==> config.mk <==
export PLATFORM = sky130hd
export DESIGN_NAME = keyed_watchdog
export DESIGN_NICKNAME = d
export VERILOG_FILES = /design/src/rtl/kwd_pkg.sv /design/src/rtl/kwd_control.sv /design/src/rtl/kwd_datapath.sv /design/src/rtl/keyed_watchdog.sv
export SDC_FILE = /design/constraint.sdc
export NUM_CORES = 1
export LEC_CHECK = 0
export BUFFER_PORTS_ARGS = -buffer_cell sky130_fd_sc_hd__buf_2
export CORE_ASPECT_RATIO = 1.75
export CORE_UTILIZATION = 40
export DETAILED_ROUTE_END_ITERATION = 12
export GPL_TIMING_DRIVEN = 0
export HOLD_SLACK_MARGIN = 0.03
export PLACE_DENSITY = 0.74
export RECOVER_POWER = 25
export SKIP_CTS_REPAIR_TIMING = 1
export SLEW_MARGIN = 20
export SYNTH_ARGS = -nofsm -noshare
export SYNTH_HDL_FRONTEND = slang
export SYNTH_SLANG_ARGS = --single-unit
export TNS_END_PERCENT = 10
==> constraint.sdc <==
create_clock -name clk -period 4.85 [get_ports clk]
set_input_delay 0.2425 -clock clk [delete_from_list [all_inputs] [get_ports clk]]
set_output_delay 0.2425 -clock clk [all_outputs]
set_load 0.02 [all_outputs]
==> src/rtl/kwd_pkg.sv <==
package kwd_pkg;
  localparam int CTRL_W  = 32;
  localparam int CNT_LSB = 0;
  localparam int CNT_W   = 8;
  localparam int CMD_BIT = 8;
  localparam int KEY_LSB = 9;
  localparam int KEY_W   = 7;
  localparam int LIVE_W  = CNT_W + 1;   // holds 256
  localparam int HIT_W   = 2;

  typedef struct packed {
    logic accept;     // take write: store word, reload, restart phase
    logic graceLoad;  // first expiry: reload grace count
    logic halt;       // second expiry: stop counter
  } wdStrobes_t;
endpackage

==> src/rtl/kwd_control.sv <==
module kwd_control
  import kwd_pkg::*;
(
  input  logic              clk,
  input  logic              rstN,
  input  logic              wrEn,
  input  logic [CTRL_W-1:0] wrData,
  input  logic [CTRL_W-1:0] storedCtrl,
  input  logic              expire,
  output wdStrobes_t        strobes,
  output logic              nmi,
  output logic              resetReq,
  output logic [HIT_W-1:0]  hits
);
  logic [KEY_W-1:0] expectKey;
  logic             armed;
  logic             keyOk;

  assign armed     = storedCtrl[CMD_BIT];
  assign expectKey = ~storedCtrl[KEY_LSB +: KEY_W];
  assign keyOk     = (wrData[KEY_LSB +: KEY_W] == expectKey);

  always_comb begin
    strobes = '0;
    strobes.accept = wrEn && (!armed || keyOk);
    if (!strobes.accept && expire) begin
      if (hits == HIT_W'(0)) strobes.graceLoad = 1'b1;
      else                   strobes.halt      = 1'b1;
    end
  end

  always_ff @(posedge clk) begin
    if (!rstN) begin
      nmi      <= 1'b0;
      resetReq <= 1'b0;
      hits     <= '0;
    end else begin
      resetReq <= 1'b0;
      if (strobes.accept) begin
        nmi  <= 1'b0;
        hits <= '0;
      end else if (strobes.graceLoad) begin
        nmi  <= 1'b1;
        hits <= HIT_W'(1);
      end else if (strobes.halt) begin
        resetReq <= 1'b1;
        hits     <= HIT_W'(2);
      end
    end
  end
endmodule

==> src/rtl/kwd_datapath.sv <==
module kwd_datapath
  import kwd_pkg::*;
#(
  parameter int TICK_DIV = 1,
  parameter int GRACE    = 1
)(
  input  logic              clk,
  input  logic              rstN,
  input  logic              tickStrobe,
  input  logic [CTRL_W-1:0] wrData,
  input  wdStrobes_t        strobes,
  output logic [CTRL_W-1:0] storedCtrl,
  output logic [LIVE_W-1:0] count,
  output logic              running,
  output logic              expire
);
  localparam int PRESC_W = (TICK_DIV > 1) ? $clog2(TICK_DIV) : 1;
  localparam logic [LIVE_W-1:0] FULL_LOAD  = LIVE_W'(1) << CNT_W;
  localparam logic [LIVE_W-1:0] GRACE_LOAD = LIVE_W'(GRACE);

  logic              tickFire;
  logic [LIVE_W-1:0] loadValue;

  generate
    if (TICK_DIV > 1) begin : g_presc
      logic [PRESC_W-1:0] phase;
      logic               wrap;
      assign wrap     = (phase == PRESC_W'(TICK_DIV - 1));
      assign tickFire = tickStrobe && running && wrap;
      always_ff @(posedge clk) begin
        if (!rstN || strobes.accept) phase <= '0;
        else if (tickStrobe && running) phase <= wrap ? '0 : phase + PRESC_W'(1);
      end
    end else begin : g_direct
      assign tickFire = tickStrobe && running;
    end
  endgenerate

  assign loadValue = (wrData[CNT_LSB +: CNT_W] == '0) ? FULL_LOAD
                     : {1'b0, wrData[CNT_LSB +: CNT_W]};
  assign expire    = tickFire && (count == LIVE_W'(1));

  always_ff @(posedge clk) begin
    if (!rstN) begin
      storedCtrl <= '0;
      count      <= '0;
      running    <= 1'b0;
    end else if (strobes.accept) begin
      storedCtrl <= wrData;
      count      <= loadValue;
      running    <= wrData[CMD_BIT];
    end else if (strobes.graceLoad) begin
      count <= GRACE_LOAD;
    end else if (strobes.halt) begin
      count   <= '0;
      running <= 1'b0;
    end else if (tickFire) begin
      count <= count - LIVE_W'(1);
    end
  end
endmodule

==> src/rtl/keyed_watchdog.sv <==
module keyed_watchdog
  import kwd_pkg::*;
#(
  parameter int TICK_DIV = 1,
  parameter int GRACE    = 1
)(
  input  logic        clk,
  input  logic        rstN,
  input  logic        tickStrobe,
  input  logic        wrEn,
  input  logic [31:0] wrData,
  output logic [31:0] ctrlRead,
  output logic [8:0]  countRead,
  output logic [1:0]  hitsRead,
  output logic        running,
  output logic        nmi,
  output logic        resetReq
);
  wdStrobes_t strobes;
  logic       expire;

  kwd_control u_control (
    .clk(clk), .rstN(rstN), .wrEn(wrEn), .wrData(wrData),
    .storedCtrl(ctrlRead), .expire(expire), .strobes(strobes),
    .nmi(nmi), .resetReq(resetReq), .hits(hitsRead)
  );

  kwd_datapath #(.TICK_DIV(TICK_DIV), .GRACE(GRACE)) u_datapath (
    .clk(clk), .rstN(rstN), .tickStrobe(tickStrobe), .wrData(wrData),
    .strobes(strobes), .storedCtrl(ctrlRead), .count(countRead),
    .running(running), .expire(expire)
  );
endmodule

==> results.txt, run 1 <==
Fill count: 502
Core Region: 4710 sq um
Register area: 921 sq um
Wire per inst: 12.9 microns
Worst EP arrival: 2.17 ns
CP Capture Type: flip-flop
Placed cell area: 2450 sq um
CP max stage delay: 0.42 ns
Deepest clock path buffer count: 2
Diode count: 0
I/O Pins: 82
CTS tree: done
Crit path buffers/inverters: 0
Multi-input logic area: 958 sq um
I/O Buffers: 81
Fmax: 0.506 GHz
Initial Util: 42.0%
Clk sinks: 46
Initial antenna violation count: 0
Setup TNS: 0 ns
DRT Wirelength: 4.89 mm
H-tree levels: 2
Status: completed
Largest net degree at the start of global routing: 14
Clk Latency, worst-skew pair: 0.29 ns
Final period utilization: 40.8%
Netlist Area Pre-Place: 1980 sq um
Worst Clk Skew: 0.00466 ns
Final setup fails: 0
Layout Nets: 365
Final hold slack: 0.181 ns
Avg Cell Area, Syn: 8.27 sq um
Most frequent cells in the layout: nand2_1, buf_2, dfxtp_1
Routed Antenna Nets: 0
Max-cap violations: 0
Mapped Cells: 239
WS Path Type: flip-flop to flip-flop
Root Driver: clkbuf_8
Netlist cell types: 37
Actual slew at the worst max-slew pin: 0.513 ns
Clk pin slew, worst setup/hold paths: 0.08 ns
Final hold viol count: 0
Via count: 1917
Design Area, Final: 2510 sq um
Global-route wire length before repair: 7.54 mm
Drt first pass iters: 4
Period minus WS final: 1.98 ns
Total track usage: 19.7%
Avg Vias per Cell: 5.04
Die Area: 5240 sq um
Post-synthesis sequential area ratio: 46.6%
Max Slew Vio Count: 0
EDFF count, synth: 0
Most common cell after layout, fill and taps aside: nand2_1
Post-DP HPWL: 3.87 mm
CP cell instances: ha_1 -> nor4b_2 -> and3_1 -> and2b_1 -> nand2_1 -> a41o_1
Chip height: 95.0 microns
Ys async rst share: 0%
Num CTS Buffers: 5
Layout Area Growth over Synthesis: 27.0%
CP required: 5.04 ns
Critical path's top delay family: simple AND/OR/NAND/NOR gates
Post-layout util: 53.3%
Syn Nets: 277
Die Wd: 55.1 microns
Power density cells: 324 nW/um^2
Share of layout cells above drive strength 1: 24.4%
Vias in the first global route: 1724
Crit start category: flip-flop
CP Max Fanout: 6
Post-route DRC: 0
RSZ-0062 raised after global routing: false
Initial detailed-routing violation count: 34
P_leak: 0.00109 uW
Slew margin rel.: 65.8%
Crit path max-delay cell type: dfxtp_1
VDD IR-drop max: 0.000298 V
Grt total ovfl: 0
Tightest Hold Check Type: input port to flip-flop
Synth warn: 0
# rows: 33
Top FF cell, synth: dfxtp_1
Synth Register Bits: 46
GP Congestion: 0.748
-- cell usage after synthesis (2+ instances only) --
cell type,number,share of area (%)
a21oi_1,42,11
a211oi_2,2,1.3
mux2i_1,4,2.0
nor2_1,14,2.7
buf_2,2,0.51
clkbuf_1,6,1.1
nand2_1,71,13
and3_1,2,0.63
xnor2_1,6,2.7
buf_6,3,1.7
nor4_1,3,0.95
inv_1,6,1.1
nand3_1,3,0.76
dfxtp_1,46,47
xor2_1,2,0.89
mux2_2,2,1.1
o211a_1,2,1.0
a41o_1,2,1.0
or3_1,2,0.63
ha_1,2,1.3
-- final timing paths --
check                                  from                        end  slack (ns)  cells past startpoint
setup reg to reg        u_datapath.count[0]         u_datapath.running        2.87                      6
hold / removal                   wrData[28]  u_datapath.storedCtrl[28]        0.18                      3
hold reg to reg   u_datapath.storedCtrl[22]  u_datapath.storedCtrl[22]        0.45                      2
setup / recovery        u_datapath.count[0]         u_datapath.running        2.87                      6
-- flip-flops by register name (all words and copies together) (netlist names) --
register	count
u_control.hits	2
u_datapath.count	9
u_control.resetReq	1
u_datapath.storedCtrl	32
u_datapath.running	1
u_control.nmi	1
-- per-layer routing --
layer	global-route usage, %	routed length (microns)
met1	20.7	1810
met2	36.4	2790
met3	3.86	224
met4	6.88	68
met5	0	0
-- cell families after synthesis --
logic type / share of synthesized area, %
AND/OR/NAND/NOR: 23.6
AO/OA/AOI/OAI: 17.0
flip-flops: 46.6
buffers and inverters: 4.88
XOR/XNOR: 3.55
multiplexers: 3.17
adder cells (fa/ha/maj): 1.27
-- area by class of cell --
cell class,instances,share of cell area [%]
Tap cell,52,2.59
Clock buffer,7,3.44
Sequential cell,46,36.7
Buffer,12,2.94
Inverter,6,0.898
Timing Repair Buffer,81,15.0
Multi-Input combinational cell,175,38.2
Clock inverter,1,0.200
-- worst reg2reg max path: cells and delay by family (launching register included) --
kind / cells / cell delay, ns
simple gates: 4 / 0.95
fa+ha+maj: 1 / 0.26
compound gates: 1 / 0.25
flops: 1 / 0.42
-- per-stage QoR --
step | instances | setup WS [ns] | power (uW)
after floorplan | 239 | 2.99 | 528
after global placement | 372 | 2.89 | 584
after detailed placement | 372 | 2.86 | 588
after CTS | 380 | 2.84 | 823
after global routing | 380 | 2.71 | 857
final | 380 | 2.87 | 814
-- power by group --
part / total (uW) / switching [uW] / internal (uW)
Sequential: 418 / 17.7 / 400
Combinational: 158 / 97.6 / 60.0
Clock: 238 / 123 / 115
Total: 814 / 239 / 575
Power figures use the tool's default switching activity.
==> inputs of run 2 (changes only) <==
Settings changed: ABC_AREA from default to 1, PLACE_DENSITY 0.74 to 0.72.
Clock period 4.85 ns to 1.85 ns, I/O delays scaled along.
==> run 2 against run 1 <==
  * The flow now finishes with violations (DRC)
  * First-iteration DRC count up 88%
  * Flip-flop and latch count unchanged
  * Clock-buffer cell count unchanged
  * Maximum frequency up 27%
  * Critical path type unchanged
  * Area after synthesis up 8.0%
  * Power rose to 2.8 times the previous value
  * Sequential share of layout area down 2.4 points
  * Final cell count up 19%
==> results.txt, run 2 <==
P_leak: 0.00140 uW (was 0.00109 uW)
Max Slew Vio Count: 0 (unchanged)
Via count: 2181 (was 1917)
Clk sinks: 46 (unchanged)
Drt first pass iters: 8 (was 4)
Most common cell after layout, fill and taps aside: nand2_1 (unchanged)
Post-Layout Cell Count: 453 (was 380)
Internal power: 1590 uW (was 575 uW)
Slew margin rel.: 66.1% (was 65.8%)
Sw frac: 31.4% (was 29.3%)
Placed cell count: 445 (was 372)
Power, Total: 2310 uW (was 814 uW)
VDD IR-drop max: 0.000597 V (was 0.000298 V)
Wire per inst: 12.1 microns (was 12.9 microns)
Synth Register Bits: 46 (unchanged)
Failing checks: DRC
Deepest clock path buffer count: 2 (unchanged)
Flop pwr share: 48.2% (was 51.3%)
Largest regs: u_datapath.storedCtrl: 32 flops, u_datapath.count: 9 flops, u_control.hits: 2 flops (unchanged)
Actual slew at the worst max-slew pin: 0.509 ns (was 0.513 ns)
Post-route DRC: 1 (was 0)
WS Path Type: flip-flop to flip-flop (unchanged)
Ys async rst share: 0% (unchanged)
Top-area cell type share of the netlist area: 43.1% (was 46.6%)
Layout Nets: 436 (was 365)
Top FF cell, synth: dfxtp_1 (unchanged)
Post-synthesis sequential area ratio: 43.1% (was 46.6%)
Most common cell in the synthesized netlist: nand2_1 (unchanged)
Vias in the first global route: 2117 (was 1724)
Period minus WS final: 1.56 ns (was 1.98 ns)
Register with the most flip-flops: u_datapath.storedCtrl (unchanged)
Max reg flops: 32 (unchanged)
EDFF count, synth: 0 (unchanged)
CP Max Fanout: 9 (was 6)
Final hold slack: 0.0352 ns (was 0.181 ns)
Die Wd: 57.2 microns (was 55.1 microns)
I/O Pins: 82 (unchanged)
Initial antenna violation count: 0 (unchanged)
CTS tree: done (unchanged)
Final setup fails: 0 (unchanged)
Register area: 921 sq um (unchanged)
Root Driver: clkbuf_8 (unchanged)
Setup TNS: 0 ns (unchanged)
# rows: 34 (was 33)
Initial Util: 42.2% (was 42.0%)
Total track usage: 20.7% (was 19.7%)
RSZ-0062 raised after global routing: false (unchanged)
Initial detailed-routing violation count: 64 (was 34)
Worst EP arrival: 1.81 ns (was 2.17 ns)
Crit start category: flip-flop (unchanged)
Clock share of power: 29.8% (was 29.3%)
Post-Place Setup Slack: 0.342 ns (was 2.86 ns)
Synth cell count leaders: nand2_1, nor2_1, dfxtp_1 (was nand2_1, dfxtp_1, a21oi_1)
Share of layout cells above drive strength 1: 21.1% (was 24.4%)
Syn Nets: 348 (was 277)
Multi-input logic area: 996 sq um (was 958 sq um)
Final hold viol count: 0 (unchanged)
Psw: 725 uW (was 239 uW)
Worst Clk Skew: 0.0118 ns (was 0.00466 ns)
Netlist Area Pre-Place: 2130 sq um (was 1980 sq um)
Fill count: 556 (was 502)
Logic pwr share: 22.0% (was 19.4%)
Largest net degree at the start of global routing: 15 (was 14)
Routed Antenna Nets: 0 (unchanged)
Chip height: 98.6 microns (was 95.0 microns)
Mapped Cells: 310 (was 239)
Avg Cell Area, Syn: 6.89 sq um (was 8.27 sq um)
Final period utilization: 84.3% (was 40.8%)
Post-DP HPWL: 4.21 mm (was 3.87 mm)
Clk pin slew, worst setup/hold paths: 0.09 ns (was 0.08 ns)
Status: finished with violations (was completed)
Max-cap violations: 0 (unchanged)
Tightest Hold Check Type: input port to flip-flop (unchanged)
Synth warn: 0 (unchanged)
Netlist cell types: 25 (was 37)
Synth area leader: dfxtp_1 (unchanged)
Avg Vias per Cell: 4.81 (was 5.04)
Global-route wire length before repair: 9.25 mm (was 7.54 mm)
CP required: 2.10 ns (was 5.04 ns)
PnR worst setup slack: 0.290 ns (was 2.87 ns)
CP Capture Type: flip-flop (unchanged)
DRT Wirelength: 5.47 mm (was 4.89 mm)
H-tree levels: 2 (unchanged)
Core Region: 5060 sq um (was 4710 sq um)
Die Area: 5640 sq um (was 5240 sq um)
Area contributors post-synth: dfxtp_1, nand2_1, nor2_1 (was dfxtp_1, nand2_1, a21oi_1)
Clk Latency, worst-skew pair: 0.30 ns (was 0.29 ns)
Grt total ovfl: 0 (unchanged)
Most frequent cells in the layout: nand2_1, nor2_1, buf_2 (was nand2_1, buf_2, dfxtp_1)
GP Congestion: 0.806 (was 0.748)
I/O Buffers: 81 (unchanged)
Diode count: 0 (unchanged)
Num CTS Buffers: 5 (unchanged)
Power density cells: 861 nW/um^2 (was 324 nW/um^2)
Fmax: 0.641 GHz (was 0.506 GHz)
Layout Area Growth over Synthesis: 25.7% (was 27.0%)
[run 2: cell count changes after synthesis, sizes merged, moves of 4 or more]
| cell | before | now |
|---|---|---|
| a21oi | 42 | 12 |
| o21ai | 0 | 26 |
| xnor2 | 6 | 2 |
| inv | 6 | 34 |
| nor2 | 14 | 62 |
| nand3 | 3 | 30 |
| mux2i | 4 | 0 |
[run 2: area by class of cell]
| class | instances | share of cell area [%] |
|---|---|---|
| clock inverter | 1 | 0.326 |
| multi-input combinational | 216 | 37.1 |
| buffer | 14 | 3.36 |
| timing repair buffer | 81 | 14.0 |
| tap | 54 | 2.52 |
| sequential | 46 | 34.3 |
| clock buffer | 7 | 3.59 |
| inverter | 34 | 4.76 |
[run 2: layer usage]
layer / track usage (%) / routed length [microns]
met5: 0 / 0
met4: 8.82 / 136
met3: 3.81 / 267
met2: 39.5 / 2930
met1: 21.3 / 2140
[run 2: worst paths after layout]
path | cells after the start | start | slack (ns) | endpoint
setup / recovery | 11 | u_datapath.storedCtrl[13] | 0.29 | u_datapath.count[7]
hold / removal | 3 | wrData[8] | 0.04 | u_datapath.storedCtrl[8]
setup reg to reg | 11 | u_datapath.storedCtrl[13] | 0.29 | u_datapath.count[7]
hold reg to reg | 2 | u_control.hits[1] | 0.46 | u_control.hits[1]
[run 2: cells by family (layout without fill, tap and decap cells)]
| family | Yosys count | in the layout | share of synthesized area, % |
|---|---|---|---|
| AO/OA/AOI/OAI | 41 | 41 | 10.5 |
| buffers and inverters | 48 | 137 | 10.2 |
| adder cells (fa/ha/maj) | 2 | 2 | 1.17 |
| XOR/XNOR | 5 | 5 | 2.05 |
| flip-flops | 46 | 46 | 43.1 |
| AND/OR/NAND/NOR | 168 | 168 | 32.9 |
[run 2: critical path, cell delays in order, from the launching register on]
cell	delay, ns
dfxtp_1	0.34
inv_1	0.08
nand2_1	0.05
nand2_1	0.06
nand2_1	0.04
nor2_1	0.12
nand2_2	0.11
a21boi_4	0.32
nand2_1	0.15
nand3_1	0.11
nand2_1	0.05
inv_1	0.06
[run 2: power by group through the flow]
stage / Combinational (uW) / Clock [uW] / Sequential, uW
2_1_floorplan: 258 / 0 / 1220
3_3_place_gp: 510 / 0 / 1130
3_5_place_dp: 517 / 0 / 1140
4_1_cts: 520 / 703 / 1110
5_1_grt: 572 / 738 / 1120
6_report: 508 / 689 / 1110
[run 2: stage by stage]
step	cell area [sq um]	util (%)
2_1_floorplan	2130	-
3_3_place_gp	2610	51.5
5_1_grt	2680	53.0
4_1_cts	2710	53.6
6_report	2680	53.0
3_5_place_dp	2610	51.5
